### src/rtl/dbp_pkg.sv
package dbp_pkg;

  typedef enum logic [2:0] {
    BT_SINGLE = 3'b000,
    BT_INCR   = 3'b001,
    BT_INCR4  = 3'b011,
    BT_INCR8  = 3'b101,
    BT_INCR16 = 3'b111
  } burst_t;

  typedef enum logic [1:0] {
    ST_IDLE,
    ST_LOAD,
    ST_RUN,
    ST_DONE
  } seq_t;

  // largest fixed burst size (16, 8, 4, 1) not above n
  function automatic int unsigned fit_fixed(input int unsigned n);
    if (n >= 16)     return 16;
    else if (n >= 8) return 8;
    else if (n >= 4) return 4;
    else             return 1;
  endfunction

  function automatic burst_t fixed_type(input int unsigned beats);
    case (beats)
      16:      return BT_INCR16;
      8:       return BT_INCR8;
      4:       return BT_INCR4;
      default: return BT_SINGLE;
    endcase
  endfunction

endpackage

### src/rtl/dbp_arbiter.sv
module dbp_arbiter (
  input  logic tx_req,
  input  logic rx_req,
  input  logic tx_first,
  output logic pick_valid,
  output logic pick_tx
);

  assign pick_valid = tx_req | rx_req;

  always_comb begin
    if (tx_req && rx_req) pick_tx = tx_first;
    else                  pick_tx = tx_req;
  end

endmodule

### src/rtl/dbp_shaper.sv
module dbp_shaper
  import dbp_pkg::*;
#(
  parameter int LEN_W = 8
) (
  input  logic [LEN_W-1:0] rem,
  input  logic [LEN_W-1:0] pend,
  input  logic             cfg_fixed,
  input  logic             cfg_mixed,
  input  logic             cfg_rebuild,
  output burst_t           shp_type,
  output logic [LEN_W-1:0] shp_len
);

  localparam int unsigned MIX_LIMIT = 16;

  logic [31:0] r_w, p_w, l_w;
  burst_t      t_w;

  always_comb begin
    r_w = 32'(rem);
    p_w = 32'(pend);
    if (p_w != 0) begin
      if (cfg_rebuild) begin
        l_w = fit_fixed(p_w);
        t_w = fixed_type(l_w);
      end else if (p_w >= 3) begin
        l_w = p_w - 1;
        t_w = BT_INCR;
      end else begin
        l_w = 1;
        t_w = BT_SINGLE;
      end
    end else if (cfg_fixed || (cfg_mixed && r_w <= MIX_LIMIT)) begin
      l_w = fit_fixed(r_w);
      t_w = fixed_type(l_w);
    end else if (r_w >= 2) begin
      l_w = r_w;
      t_w = BT_INCR;
    end else begin
      l_w = 1;
      t_w = BT_SINGLE;
    end
  end

  assign shp_type = t_w;
  assign shp_len  = l_w[LEN_W-1:0];

endmodule

### src/rtl/dbp_sequencer.sv
module dbp_sequencer
  import dbp_pkg::*;
#(
  parameter int LEN_W = 8
) (
  input  logic             clk,
  input  logic             rst_n,
  input  logic             pick_valid,
  input  logic             pick_tx,
  input  logic [LEN_W-1:0] tx_len,
  input  logic [LEN_W-1:0] rx_len,
  input  burst_t           shp_type,
  input  logic [LEN_W-1:0] shp_len,
  input  logic             bus_ack,
  input  logic             bus_retry,
  input  logic             bus_split,
  input  logic             bus_grant,
  output logic [LEN_W-1:0] rem_q,
  output logic [LEN_W-1:0] pend_q,
  output logic             busy,
  output logic             first,
  output burst_t           cur_type,
  output logic [LEN_W-1:0] cur_len,
  output logic             owner,
  output logic             done_tx,
  output logic             done_rx,
  output logic             beat_ok,
  output logic             intr,
  output logic             in_rebuild
);

  localparam logic [LEN_W-1:0] ONE = LEN_W'(1);

  seq_t             st;
  logic [LEN_W-1:0] left_q;
  logic [LEN_W-1:0] new_len;

  assign new_len    = pick_tx ? tx_len : rx_len;
  assign busy       = (st == ST_RUN);
  assign intr       = busy & (bus_retry | bus_split | ~bus_grant);
  assign beat_ok    = busy & bus_ack & ~intr;
  assign first      = busy & (left_q == cur_len);
  assign in_rebuild = (pend_q != '0);
  assign done_tx    = (st == ST_DONE) &  owner;
  assign done_rx    = (st == ST_DONE) & ~owner;

  always_ff @(posedge clk or negedge rst_n) begin
    if (!rst_n) begin
      st       <= ST_IDLE;
      owner    <= 1'b0;
      rem_q    <= '0;
      pend_q   <= '0;
      left_q   <= '0;
      cur_type <= BT_SINGLE;
      cur_len  <= '0;
    end else begin
      case (st)
        ST_IDLE: if (pick_valid) begin
          owner  <= pick_tx;
          rem_q  <= new_len;
          pend_q <= '0;
          st     <= (new_len == '0) ? ST_DONE : ST_LOAD;
        end
        ST_LOAD: begin
          cur_type <= shp_type;
          cur_len  <= shp_len;
          left_q   <= shp_len;
          st       <= ST_RUN;
        end
        ST_RUN: begin
          if (intr) begin
            if (pend_q == '0) pend_q <= left_q;
            st <= ST_LOAD;
          end else if (beat_ok) begin
            rem_q  <= rem_q - ONE;
            left_q <= left_q - ONE;
            if (pend_q != '0) pend_q <= pend_q - ONE;
            if (rem_q == ONE)       st <= ST_DONE;
            else if (left_q == ONE) st <= ST_LOAD;
          end
        end
        ST_DONE: st <= ST_IDLE;
        default: st <= ST_IDLE;
      endcase
    end
  end

endmodule

### src/rtl/dma_burst_planner.sv
module dma_burst_planner
  import dbp_pkg::*;
#(
  parameter int LEN_W = 8
) (
  input  logic             clk,
  input  logic             rst_n,
  input  logic             cfg_fixed,
  input  logic             cfg_mixed,
  input  logic             cfg_rebuild,
  input  logic             cfg_tx_first,
  input  logic             tx_req,
  input  logic [LEN_W-1:0] tx_len,
  input  logic             rx_req,
  input  logic [LEN_W-1:0] rx_len,
  output logic             tx_done,
  output logic             rx_done,
  input  logic             bus_ack,
  input  logic             bus_retry,
  input  logic             bus_split,
  input  logic             bus_grant,
  output logic             bus_busy,
  output logic             bus_first,
  output logic [2:0]       bus_burst,
  output logic [LEN_W-1:0] bus_blen,
  output logic             bus_owner
);

  logic             pick_valid, pick_tx;
  logic             idle_pick;
  burst_t           shp_type, cur_type;
  logic [LEN_W-1:0] shp_len, rem_q, pend_q;
  logic             beat_ok, intr, in_rebuild;

  // arbitration only matters while no transfer holds the bus
  assign idle_pick = pick_valid & ~bus_busy;

  dbp_arbiter u_arb (
    .tx_req     (tx_req),
    .rx_req     (rx_req),
    .tx_first   (cfg_tx_first),
    .pick_valid (pick_valid),
    .pick_tx    (pick_tx)
  );

  dbp_shaper #(.LEN_W(LEN_W)) u_shp (
    .rem         (rem_q),
    .pend        (pend_q),
    .cfg_fixed   (cfg_fixed),
    .cfg_mixed   (cfg_mixed),
    .cfg_rebuild (cfg_rebuild),
    .shp_type    (shp_type),
    .shp_len     (shp_len)
  );

  dbp_sequencer #(.LEN_W(LEN_W)) u_seq (
    .clk        (clk),
    .rst_n      (rst_n),
    .pick_valid (idle_pick),
    .pick_tx    (pick_tx),
    .tx_len     (tx_len),
    .rx_len     (rx_len),
    .shp_type   (shp_type),
    .shp_len    (shp_len),
    .bus_ack    (bus_ack),
    .bus_retry  (bus_retry),
    .bus_split  (bus_split),
    .bus_grant  (bus_grant),
    .rem_q      (rem_q),
    .pend_q     (pend_q),
    .busy       (bus_busy),
    .first      (bus_first),
    .cur_type   (cur_type),
    .cur_len    (bus_blen),
    .owner      (bus_owner),
    .done_tx    (tx_done),
    .done_rx    (rx_done),
    .beat_ok    (beat_ok),
    .intr       (intr),
    .in_rebuild (in_rebuild)
  );

  assign bus_burst = cur_type;

endmodule

### config.mk
export PLATFORM = sky130hd
export DESIGN_NAME = dma_burst_planner
export DESIGN_NICKNAME = d
export VERILOG_FILES = /design/src/rtl/dbp_pkg.sv /design/src/rtl/dbp_arbiter.sv /design/src/rtl/dbp_shaper.sv /design/src/rtl/dbp_sequencer.sv /design/src/rtl/dma_burst_planner.sv
export SDC_FILE = /design/constraint.sdc
export NUM_CORES = 1
export LEC_CHECK = 0
export BUFFER_PORTS_ARGS = -buffer_cell sky130_fd_sc_hd__buf_4
export CORE_MARGIN = 1
export CORE_UTILIZATION = 35
export CTS_BUF_LIST = sky130_fd_sc_hd__clkbuf_2 sky130_fd_sc_hd__clkbuf_4 sky130_fd_sc_hd__clkbuf_8
export DETAILED_ROUTE_END_ITERATION = 10
export SLEW_MARGIN = 10
export SYNTH_ARGS = -nofsm -noshare
export SYNTH_HDL_FRONTEND = slang
export SYNTH_SLANG_ARGS = --single-unit
### constraint.sdc
create_clock -name clk -period 3.7 [get_ports clk]
set_input_delay 0.185 -clock clk [delete_from_list [all_inputs] [get_ports clk]]
set_output_delay 0.185 -clock clk [all_outputs]
set_load 0.1 [all_outputs]
[After elaboration in Yosys (flattened, before gate mapping)]
Cells that the tools add are included.
Storage, ports and cells
  register bits: 38
  bits of input ports: 28
Cells by class
  add/sub/neg operators: 4
  $lt $le $gt $ge: 9
  reduce and logical (&&, ||, !) cells: 14
  bitwise gates (word level): 14
  multiplexer cells: 44
  equal/unequal tests: 19
Operators with widths (count)
  32-bit 2-to-1 mux: 8
  8-bit 2-to-1 mux: 16
  32-bit by 3-bit == test with 1-bit output (second input constant): 2
  32-bit by 4-bit == test with 1-bit output (second input constant): 2
  32-bit by 5-bit == test with 1-bit output (second input constant): 2
  8-bit case mux with 2 select lines: 3
  8-bit by 1-bit subtractor with 8-bit output (second input constant): 4
  3-bit case mux with 3 select lines: 2
  8-bit by 1-bit == test with 1-bit output (second input constant): 2
  8-bit by 2-bit >= comparator with 1-bit output (second input constant): 2
  8-bit by 3-bit >= comparator with 1-bit output (second input constant): 2
  8-bit by 4-bit >= comparator with 1-bit output (second input constant): 2
  8-bit by 5-bit >= comparator with 1-bit output (second input constant): 2
  8-bit zero test: 2
  3-bit 2-to-1 mux: 5
  2-bit 2-to-1 mux: 6
  8-bit == test: 1
  8-bit by 5-bit less-or-equal comparator with 1-bit output (second input constant): 1
  2-bit case mux with 4 select lines: 1
  8-bit nonzero test: 1
  1-bit bitwise AND: 7
  3-bit by 1-bit inequality test with 1-bit output (second input constant): 2
  3-bit AND reduction: 2
  5-bit AND reduction: 1
  other kinds (15): 26

[Logic depth before layout (Yosys ltp)]
Gate-level depths: netlist (run 1).
  word-level depth: 10
  depth in mapped cells: 7
  depth with buffers taken out: 6

[By module]
Synthesis (run 1) repeated with hierarchy kept, for this count alone.
Unflattened totals
  cell total of the unflattened synthesis: 364
  area, all modules: 3012.9 µm²
By module, submodules not included
  dbp_sequencer: cells each 292, instances 1, seq. area each 950.9 µm², area an instance 2476.1 µm²
  dbp_shaper: cells each 68, instances 1, seq. area each 0.0 µm², area an instance 505.5 µm²
  dbp_arbiter: cells each 3, instances 1, seq. area each 0.0 µm², area an instance 17.5 µm²
  dma_burst_planner: cells each 1, instances 1, seq. area each 0.0 µm², area an instance 13.8 µm²

[Worst setup path before layout (run 1)]
OpenSTA, ideal clock, no wires.
  path type: register to output
  start point: reg u_seq.cur_len[6]
  end point: out bus_first
  path buffers: 0
  arrival: 4.133 ns
  path slack: -0.618 ns
  required time: 3.515 ns
  stages on the path, launching flop included: 4
  cell sequence: dfrtp_1 -> xnor2_1 -> nand3_1 -> nor4_1
Between the ends
  longest elaborated chain between the ends: 2
RTL lines
  start: declaration: RTL line dbp_sequencer.sv:23  | output logic [LEN_W-1:0] cur_len,
  start signal: assignment: RTL line dbp_sequencer.sv:66  | cur_len <= shp_len;
  8-bit == test: RTL line dbp_sequencer.sv:42  | assign first = busy & (left_q == cur_len);
  1-bit bitwise AND: RTL line dbp_sequencer.sv:42
  end: declaration: RTL line dma_burst_planner.sv:23  | output logic bus_first,
Every way passes these cells.

[Final worst setup path (run 1)]
  start point: reg u_seq.st[0]
  end point: out bus_busy
Between the ends
  longest elaborated chain between the ends: 1
RTL lines
  start: declaration: RTL line dbp_sequencer.sv:34  | seq_t st;
  start signal: assignment: RTL line dbp_sequencer.sv:62  | st <= (new_len == '0) ? ST_DONE : ST_LOAD;
  2-bit == test: RTL line dbp_sequencer.sv:39  | assign busy = (st == ST_RUN);
  end: declaration: RTL line dma_burst_planner.sv:22  | output logic bus_busy,
Every way passes these cells.

==> results by group, run 1 <==
Global routing
  – Global-route wire length before repair: around 14000 um
  – Largest net degree at the start of global routing: 39
  – GR Util All Layers: 20.90%
  – Initial antenna violation count: 0
  – GRT overflow: 0
  – Vias in the first global route: approximately 2.8k

Logic synthesis
  – Commonest cells in the netlist: 38 x dfrtp_1, 32 x nor2_1, 21 x clkbuf_1, 19 x o21ai_0, 17 x inv_1
  – Synth top area cells: dfrtp_1 32%, nor2_1 4.1%, ha_1 3.8%
  – Synth Net Count: about 390
  – Yosys top cell area share: between 30% and 40%
  – Flip-flop and latch count after synthesis: 38
  – Average size of a mapped cell: 8.436 um2
  – Post-Syn Area: slightly below 3000 um2
  – Top-count cell post-synth: dfrtp_1
  – Distinct cells, synth: ~70
  – Yosys top cell by area: dfrtp_1
  – Syn Inst Count: around 350
  – Synth warn: 0
  – Post-synth EDFFs: 0
  – Seq/Total Area, Yosys: 32.30%
  – Post-synth ARST share: 100.0%
  – Top FF cell, synth: dfrtp_1

Timing
  – Fin crit share: between 60% and 70%
  – Setup TNS: 0 ps
  – Worst-margin pin slew: between 800 and 900 ps
  – Setup ws final: around 1200 ps
  – Clock Skews: roughly 9.3 ps
  – Final count of pins violating max slew: 0
  – Fin. Hold Viols: 0
  – Crit path time final: 2495 ps
  – Slew headroom: 42.36%
  – Final setup fails: 0
  – Max Freq: between 0.4 and 0.5 GHz
  – Unrepaired setup endpoints after global routing: false

Setup path
  – Worst Setup Start Kind: flip-flop
  – Worst Path Max Fanout: 21
  – Cells on worst reg2reg path: 5
  – Critical Path AT: between 2000 and 2500 ps
  – Crit. End Element: primary output
  – Worst Path Required: between 3000 and 4000 ps
  – Crit path kind: reg -> out

Placed design
  – # port buffers: 43
  – Post-DP HPWL: ~6600 um
  – GPL Wtd Cong: around 0.9
  – Worst slack, placed: between 1000 and 1500 ps

Status
  – Outcome: finished clean

Routing
  – WL/cell: roughly 18 um
  – Via-per-instance ratio: approximately 6.0
  – Post-Route WL: around 8600 um
  – ANT nets after route: 0
  – Total number of vias: around 2.9k
  – Initial DRC count: 229
  – DRC: 0
  – First-pass DRT Iterations: 6

Finish
  – Number of fillers in the final layout: between 800 and 900
  – Number of nets in the layout: approximately 420
  – Layout cells sized above 1: about a fifth
  – Inserted Diodes: 0
  – Area growth syn-to-layout: 17.08%

Clock tree
  – Sink Count: 38
  – Clk_lat worst skew: 300 ps
  – Clk pin slew, worst setup/hold paths: around 80 ps
  – Clock Tree Buf Depth: 2
  – Root buf cell: clkbuf_8
  – TritonCTS Buffers: 5
  – CTS H-tree lvls: 2
  – CTS tree: built
  – Post-CTS Setup Inserts: 0
  – Cts repair resizes: 0
  – CTS Hold Buffers Added: 1

Floorplanning
  – Io pins: 44
  – Die Area: 8783 um2
  – Die H: approximately 94 um
  – Chip width: between 90 and 100 um
  – Starting Density: 36.01%
  – Num rows: 33
  – Core area: ~8200 um2

Hold path
  – Worst hold stages: 3
  – Worst Hold Class: in -> reg

Job
  – Max-Cap Viols: 0
metrics by stage:
| step | std cells | instance area [um2] | utilization (%) | hold WS [ps] |
|---|---|---|---|---|
| final | 487 | 3447 | 42.16 | 194.7 |
| after global routing | 487 | 3447 | 42.16 | 203.7 |
| after CTS | 487 | 3447 | 42.16 | 189.0 |
| after detailed placement | 478 | 3342 | 40.88 | 200.1 |
| after global placement | 478 | 3342 | 40.88 | 190.0 |
| after floorplan | 349 | 2950 | - | -110.6 |
cell families after synthesis:
family | synth area share [%]
buf+inv | 5.695
fa+ha+maj | 3.825
mux | 2.550
xor+xnor | 2.678
compound gates | 27.54
simple gates | 25.41
flops | 32.30
final cells by class:
cell class / count / area, um2 / share of cell area, %
tap: 105 / 131.4 / 3.811
clock buffer: 7 / 90.09 / 2.613
clock inverter: 1 / 5.005 / 0.1452
multi-input combinational: 269 / 1832 / 53.14
inverter: 18 / 67.56 / 1.960
timing repair buffer: 49 / 370.4 / 10.74
sequential: 38 / 950.9 / 27.59
layer usage:
| metal | GRT usage [%] | share of wire (%) | vias to the layer above |
|---|---|---|---|
| li1 | - | - | 1404 |
| met4 | 7.821 | 2.7 | 0 |
| met3 | 3.883 | 5.9 | 19 |
| met5 | 0 | 0 | - |
| met2 | 34.12 | 46 | 95 |
| met1 | 27.35 | 45 | 1406 |
worst paths after layout:
| kind | start | end | slack, ps |
|---|---|---|---|
| hold reg to reg | u_seq.cur_len[2] | u_seq.cur_len[2] | 550 |
| min in group asynchronous | rst_n | u_seq.pend_q[5] | 390 |
| setup / recovery | u_seq.st[0] | bus_busy | 1200 |
| setup reg to reg | u_seq.st[0] | u_seq.pend_q[7] | 1260 |
| max in group asynchronous | rst_n | u_seq.cur_type[2] | 2940 |
| hold / removal | rx_req | u_seq.owner | 190 |
cells in the final DEF (no fill, tap or decap), drive strengths merged, types with 8 or more instances in the layout:
master	count
dfrtp	38
inv	17
nand2	16
a21oi	16
nor2	32
o21ai	21
a211oi	9
a31oi	12
nor4	9
buf	48
xnor2	8
nor3	16
ha	9
o221ai	8
worst max-delay path, stage by stage, from the launching register on:
cell and delay (ps):
dfrtp_1 570, nand2b_1 730, clkinv_1 210, buf_4 250
buf_4 250
registers in the layout (all words and copies together), names as in the netlist:
| register | count |
|---|---|
| u_seq.cur_len | 8 |
| u_seq.left_q | 8 |
| u_seq.pend_q | 8 |
| u_seq.rem_q | 8 |
| u_seq.cur_type | 3 |
| u_seq.st | 2 |
| u_seq.owner | 1 |
Power of run 1 is not shown: default switching activity piles up to over one toggle a cycle in this logic, so the estimate is an artifact.
==> run 2, diff against run 1 <==
Settings changed: ABC_AREA set to 1.
Clock period 3.7 ns to 2.4 ns, I/O delays scaled along.
==> results by group, run 2 <==
Status
  – Outcome: finished clean

Finish
  – Layout cells sized above 1: 15.98%
  – Post-Layout Inst Area: roughly 3200 um2
  – Number of fillers in the final layout: a little under 800
  – Commonest cells after routing, fill and taps aside: 101 x nand2_1, 46 x buf_4, 43 x inv_1, 42 x nor2_1, 38 x dfrtp_1
  – Area growth syn-to-layout: 20.53%
  – Register Area: about 950 um2
  – Multi-input logic area: approximately 1500 um2
  – Inserted Diodes: 0
  – Most common cell after layout, fill and taps aside: nand2_1
  – Number of nets in the layout: 475

Logic synthesis
  – Yosys top cell by area: dfrtp_1
  – Top FF cell, synth: dfrtp_1
  – Flip-flop and latch count after synthesis: 38
  – Yosys top cell area share: a little over a third
  – Syn Inst Count: 389
  – Synth Net Count: approximately 430
  – Post-synth ARST share: 100.0%
  – Top-count cell post-synth: nand2_1
  – Post-synth EDFFs: 0
  – Average size of a mapped cell: between 6 and 7 um2
  – Seq/Total Area, Yosys: a little over a third
  – Post-Syn Area: roughly 2700 um2
  – Synth top area cells: dfrtp_1 35%, nand2_1 14%, inv_1 6.0%
  – Synth warn: 0
  – Distinct cells, synth: 35
  – Commonest cells in the netlist: 101 x nand2_1, 43 x inv_1, 43 x nor2_1, 38 x dfrtp_1

Floorplanning
  – Die H: between 80 and 90 um
  – Chip width: ~90 um
  – Starting Density: between 30% and 40%
  – Core area: about 7300 um2
  – Io pins: 44
  – Num rows: 31
  – Die Area: 8034 um2

Setup path
  – Worst Setup SP: u_seq.st[0]
  – RR Endpoint: u_seq.pend_q[3]
  – Crit path kind: reg -> reg
  – Worst Path Max Fanout: 17
  – Cells on worst reg2reg path: 10
  – Worst Path Required: ~2600 ps
  – Critical Path AT: between 2000 and 2500 ps
  – R2R setup slack: approximately 390 ps
  – Crit. End Element: flip-flop
  – Worst R2R Start: u_seq.st[0]
  – Setup crit end: u_seq.pend_q[3]
  – Worst Setup Start Kind: flip-flop

Placed design
  – # port buffers: 43
  – GPL Wtd Cong: ~0.95
  – Worst slack, placed: between 300 and 400 ps
  – Post-DP HPWL: 5577 um
  – Placed inst area: around 3100 um2

Timing
  – Unrepaired setup endpoints after global routing: false
  – Fin. Hold Viols: 0
  – Crit path time final: ~2000 ps
  – Worst hold slack: approximately 150 ps
  – Slew headroom: 65.62%
  – Clock Skews: a little over 5 ps
  – Setup ws final: around 390 ps
  – Worst-margin pin slew: about 520 ps
  – Max Freq: 0.4971 GHz
  – Final count of pins violating max slew: 0
  – Setup TNS: 0 ps
  – Final setup fails: 0
  – Fin crit share: a little over four fifths

Routing
  – Total number of vias: around 2.7k
  – Post-Route WL: around 7200 um
  – Via-per-instance ratio: between 5 and 6
  – Initial DRC count: about 160
  – ANT nets after route: 0
  – DRC: 0
  – WL/cell: approximately 13 um
  – First-pass DRT Iterations: 4

Clock tree
  – CTS H-tree lvls: 2
  – Cts repair resizes: 0
  – Clk pin slew, worst setup/hold paths: around 80 ps
  – Clock Tree Buf Depth: 2
  – TritonCTS Buffers: 5
  – CTS tree: built
  – Root buf cell: clkbuf_8
  – Clk_lat worst skew: slightly below 300 ps
  – Post-CTS Setup Inserts: 0
  – CTS Hold Buffers Added: 1
  – Sink Count: 38

Global routing
  – Vias in the first global route: between 2k and 3k
  – GRT overflow: 0
  – GR Util All Layers: around 20%
  – Initial antenna violation count: 0
  – Largest net degree at the start of global routing: 39
  – Global-route wire length before repair: roughly 12000 um

Job
  – Max-Cap Viols: 0

Hold path
  – Worst Hold Class: in -> reg
-- run 2: worst min path at each step --
stage	from	to	slack, ps	cells past startpoint
2_1_floorplan	rst_n	u_seq.cur_len[0]	-180	0
3_3_place_gp	rst_n	u_seq.pend_q[1]	130	1
3_5_place_dp	rst_n	u_seq.cur_len[4]	130	1
4_1_cts	bus_ack	u_seq.rem_q[6]	150	4
5_1_grt	cfg_rebuild	u_seq.cur_type[2]	200	3
6_report	bus_ack	u_seq.rem_q[6]	150	4
-- run 2: kinds of logic after synthesis --
| family | synth area share (%) |
|---|---|
| flops | 35.38 |
| xor+xnor | 5.540 |
| fa+ha+maj | 4.190 |
| compound gates | 16.39 |
| simple gates | 30.59 |
| buf+inv | 7.915 |
-- run 2: worst max-delay path, stage by stage (launching register included) --
cell     delay (ps)
dfrtp_1         530
nor2_4           90
buf_4           210
nand2_1         200
inv_2            90
nand2_1          70
o21ai_1         100
nor3_4          340
inv_2           130
nand2_1          80
o21ai_1          60
-- run 2: layout make-up --
cell class | instances | share of cell area (%)
Multi-Input combinational cell | 295 | 47.28
Sequential cell | 38 | 29.35
Timing Repair Buffer | 47 | 10.97
Inverter | 51 | 5.987
Tap cell | 99 | 3.824
Clock buffer | 7 | 2.588
-- run 2: through the flow --
stage / cells / utilization [%]
floorplan: 389 / -
global placement: 529 / 42.91
detailed placement: 529 / 42.91
CTS: 537 / 44.19
global route: 537 / 44.19
finish: 537 / 44.19
-- run 2: routing by layer --
layer  vias up  share of wire, %  routed length [um]  global-route usage, %
li1       1369                 -                   -                      -
met1      1237                45                3258                  23.83
met2        74                49                3513                  36.57
met3        12               3.9                 278                  3.016
met4         0               1.6                 118                  6.494
met5         -                 0                   0                      0
Power of run 2 is left out for the same reason.
==> run 3, diff against run 2 <==
Settings changed: ABC_AREA 1 to 0.
Clock period 2.4 ns to 1.7 ns, I/O delays scaled along.
==> results by group, run 3 (synthesis gave the netlist of run 1 again) <==
Routing
  – First-pass DRT Iterations: 5
  – Post-Route WL: 10190 um
  – WL/cell: roughly 18 um
  – ANT nets after route: 0
  – Via-per-instance ratio: approximately 5.8
  – DRC: 0
  – Total number of vias: between 3k and 4k
  – Initial DRC count: roughly 160

Status
  – Failing checks: negative setup slack
  – Outcome: finished with violations

Global routing
  – Global-route wire length before repair: between 15000 and 20000 um
  – GR peak layer: met2
  – GR Util All Layers: between 20% and 30%
  – GR Layer Usage met2: between 40% and 50%
  – GR Util met1: around 31%
  – GRT overflow: 0
  – Grt met3 use: approximately 4.6%
  – Initial antenna violation count: 0
  – Vias in the first global route: 3212
  – Largest net degree at the start of global routing: 39

Timing
  – Crit path time final: approximately 1900 ps
  – Final setup fails: 25
  – Unrepaired setup endpoints after global routing: true
  – Worst-margin pin slew: 518.5 ps
  – Slew headroom: roughly two thirds
  – Clock Skews: between 10 and 15 ps
  – Fin. Hold Viols: 0
  – Fin crit share: 111.0%
  – Final count of pins violating max slew: 0
  – Max Freq: about 0.53 GHz
  – Setup ws final: -186.6 ps
  – Setup TNS: -2507 ps

Hold path
  – Worst Hold Class: in -> reg
  – Hold Path Origin: rx_req

Placed design
  – Inst Count DP: between 500 and 600
  – # port buffers: 43
  – Placed inst area: slightly below 4000 um2
  – GPL Wtd Cong: 0.9239
  – Post-DP HPWL: 7468 um

Clock tree
  – TritonCTS Buffers: 5
  – Root buf cell: clkbuf_8
  – Clk_lat worst skew: around 300 ps
  – CTS tree: built
  – Sink Count: 38
  – Clk pin slew, worst setup/hold paths: 80 ps
  – CTS H-tree lvls: 2
  – Clock Tree Buf Depth: 2

Finish
  – Post-Layout Inst Area: roughly 4500 um2
  – Commonest cells after routing, fill and taps aside: 112 x buf_4, 30 x nor2_1, 28 x dfrtp_1, 16 x nand2_1, 13 x inv_1
  – Number of nets in the layout: between 400 and 500
  – Area growth syn-to-layout: 53.04%
  – Most common cell after layout, fill and taps aside: buf_4
  – Non-Filler Instances: 560
  – Number of fillers in the final layout: around 750
  – Inserted Diodes: 0
  – Layout cells sized above 1: between 40% and 50%

Setup path
  – Crit. End Element: flip-flop
  – Crit path kind: reg -> reg
  – Critical Path AT: roughly 2100 ps
  – Worst Setup SP: u_seq.pend_q[1]
  – Worst Setup Start Kind: flip-flop
  – CP max-delay cell: or3b_4
  – Worst R2R Start: u_seq.pend_q[1]
  – R2R setup slack: -190 ps
  – Worst path cell trace: inv_2 > ha_4 > or3b_4 > nor4_4 > nor3_4 > buf_12 > o221ai_2
  – WP buf/inv: 2
  – Worst Path Required: around 1900 ps
  – Delay-heaviest family, CP: simple AND/OR/NAND/NOR gates
  – Worst Path Max Fanout: 7
  – Max incr delay on CP: between 400 and 500 ps

Floorplanning
  – Chip width: around 94 um
  – Core area: around 8200 um2
  – Num rows: 33
  – Die Area: 8783 um2
  – Starting Density: about 36%
  – Io pins: 44
  – Die H: approximately 94 um

Job
  – Max-Cap Viols: 0
run 3: cell count changes in the layout (fill, tap and decap cells not counted), moves of 16 or more:
cell,delta
nand3_1,-24
nand2_1,-85
inv_1,-30
buf_4,+66
o21ai_0,-16
run 3: metrics by stage:
stage | hold slack, ps | util (%) | setup WS (ps)
finish | 103.4 | 55.11 | -186.6
CTS | 106.4 | 52.85 | -173.7
global placement | 95.34 | 47.98 | -146.1
floorplan | -210.6 | - | -428.0
global route | 122.6 | 55.11 | -261.0
detailed placement | 101.6 | 47.98 | -173.5
run 3: area by class of cell:
cell class	count	area, um2	share of cell area [%]
Inverter	18	68.82	1.527
Clock inverter	1	30.03	0.6665
Tap cell	105	131.4	2.916
Timing Repair Buffer	122	964.7	21.41
Sequential cell	38	973.4	21.61
Multi-Input combinational cell	269	2247	49.88
Clock buffer	7	90.09	1.999
run 3: worst paths after layout:
check	cells past startpoint	endpoint
max	7	u_seq.pend_q[4]
min	3	u_seq.owner
max reg2reg	7	u_seq.pend_q[4]
min reg2reg	2	u_seq.cur_len[4]
max in group asynchronous	2	u_seq.cur_len[1]
min in group asynchronous	2	u_seq.pend_q[7]
run 3: repair_timing:
action / 4_1_cts / 5_1_grt
endpoints found under the hold margin: 38 / 0
gates resized for setup: 42 / 27
pin swaps: 30 / 17
endpoints found under the setup margin: 30 / 30
cloned: 1 / 0
hold buffers: 1 / 0
setup buffers: 8 / 7
run 3: metal layers:
layer | wire length (um) | up-vias
met5 | 0 | -
met4 | 171 | 0
met3 | 510 | 16
met2 | 4985 | 108
met1 | 4519 | 1556
li1 | - | 1548
run 3: tightest hold or removal path, delay by kind of cell:
kind                   cells  cell delay (ps)
AO/OA/AOI/OAI              1              110
buffers and inverters      1              120
AND/OR/NAND/NOR            1               50
Power of run 3 is left out for the same reason.
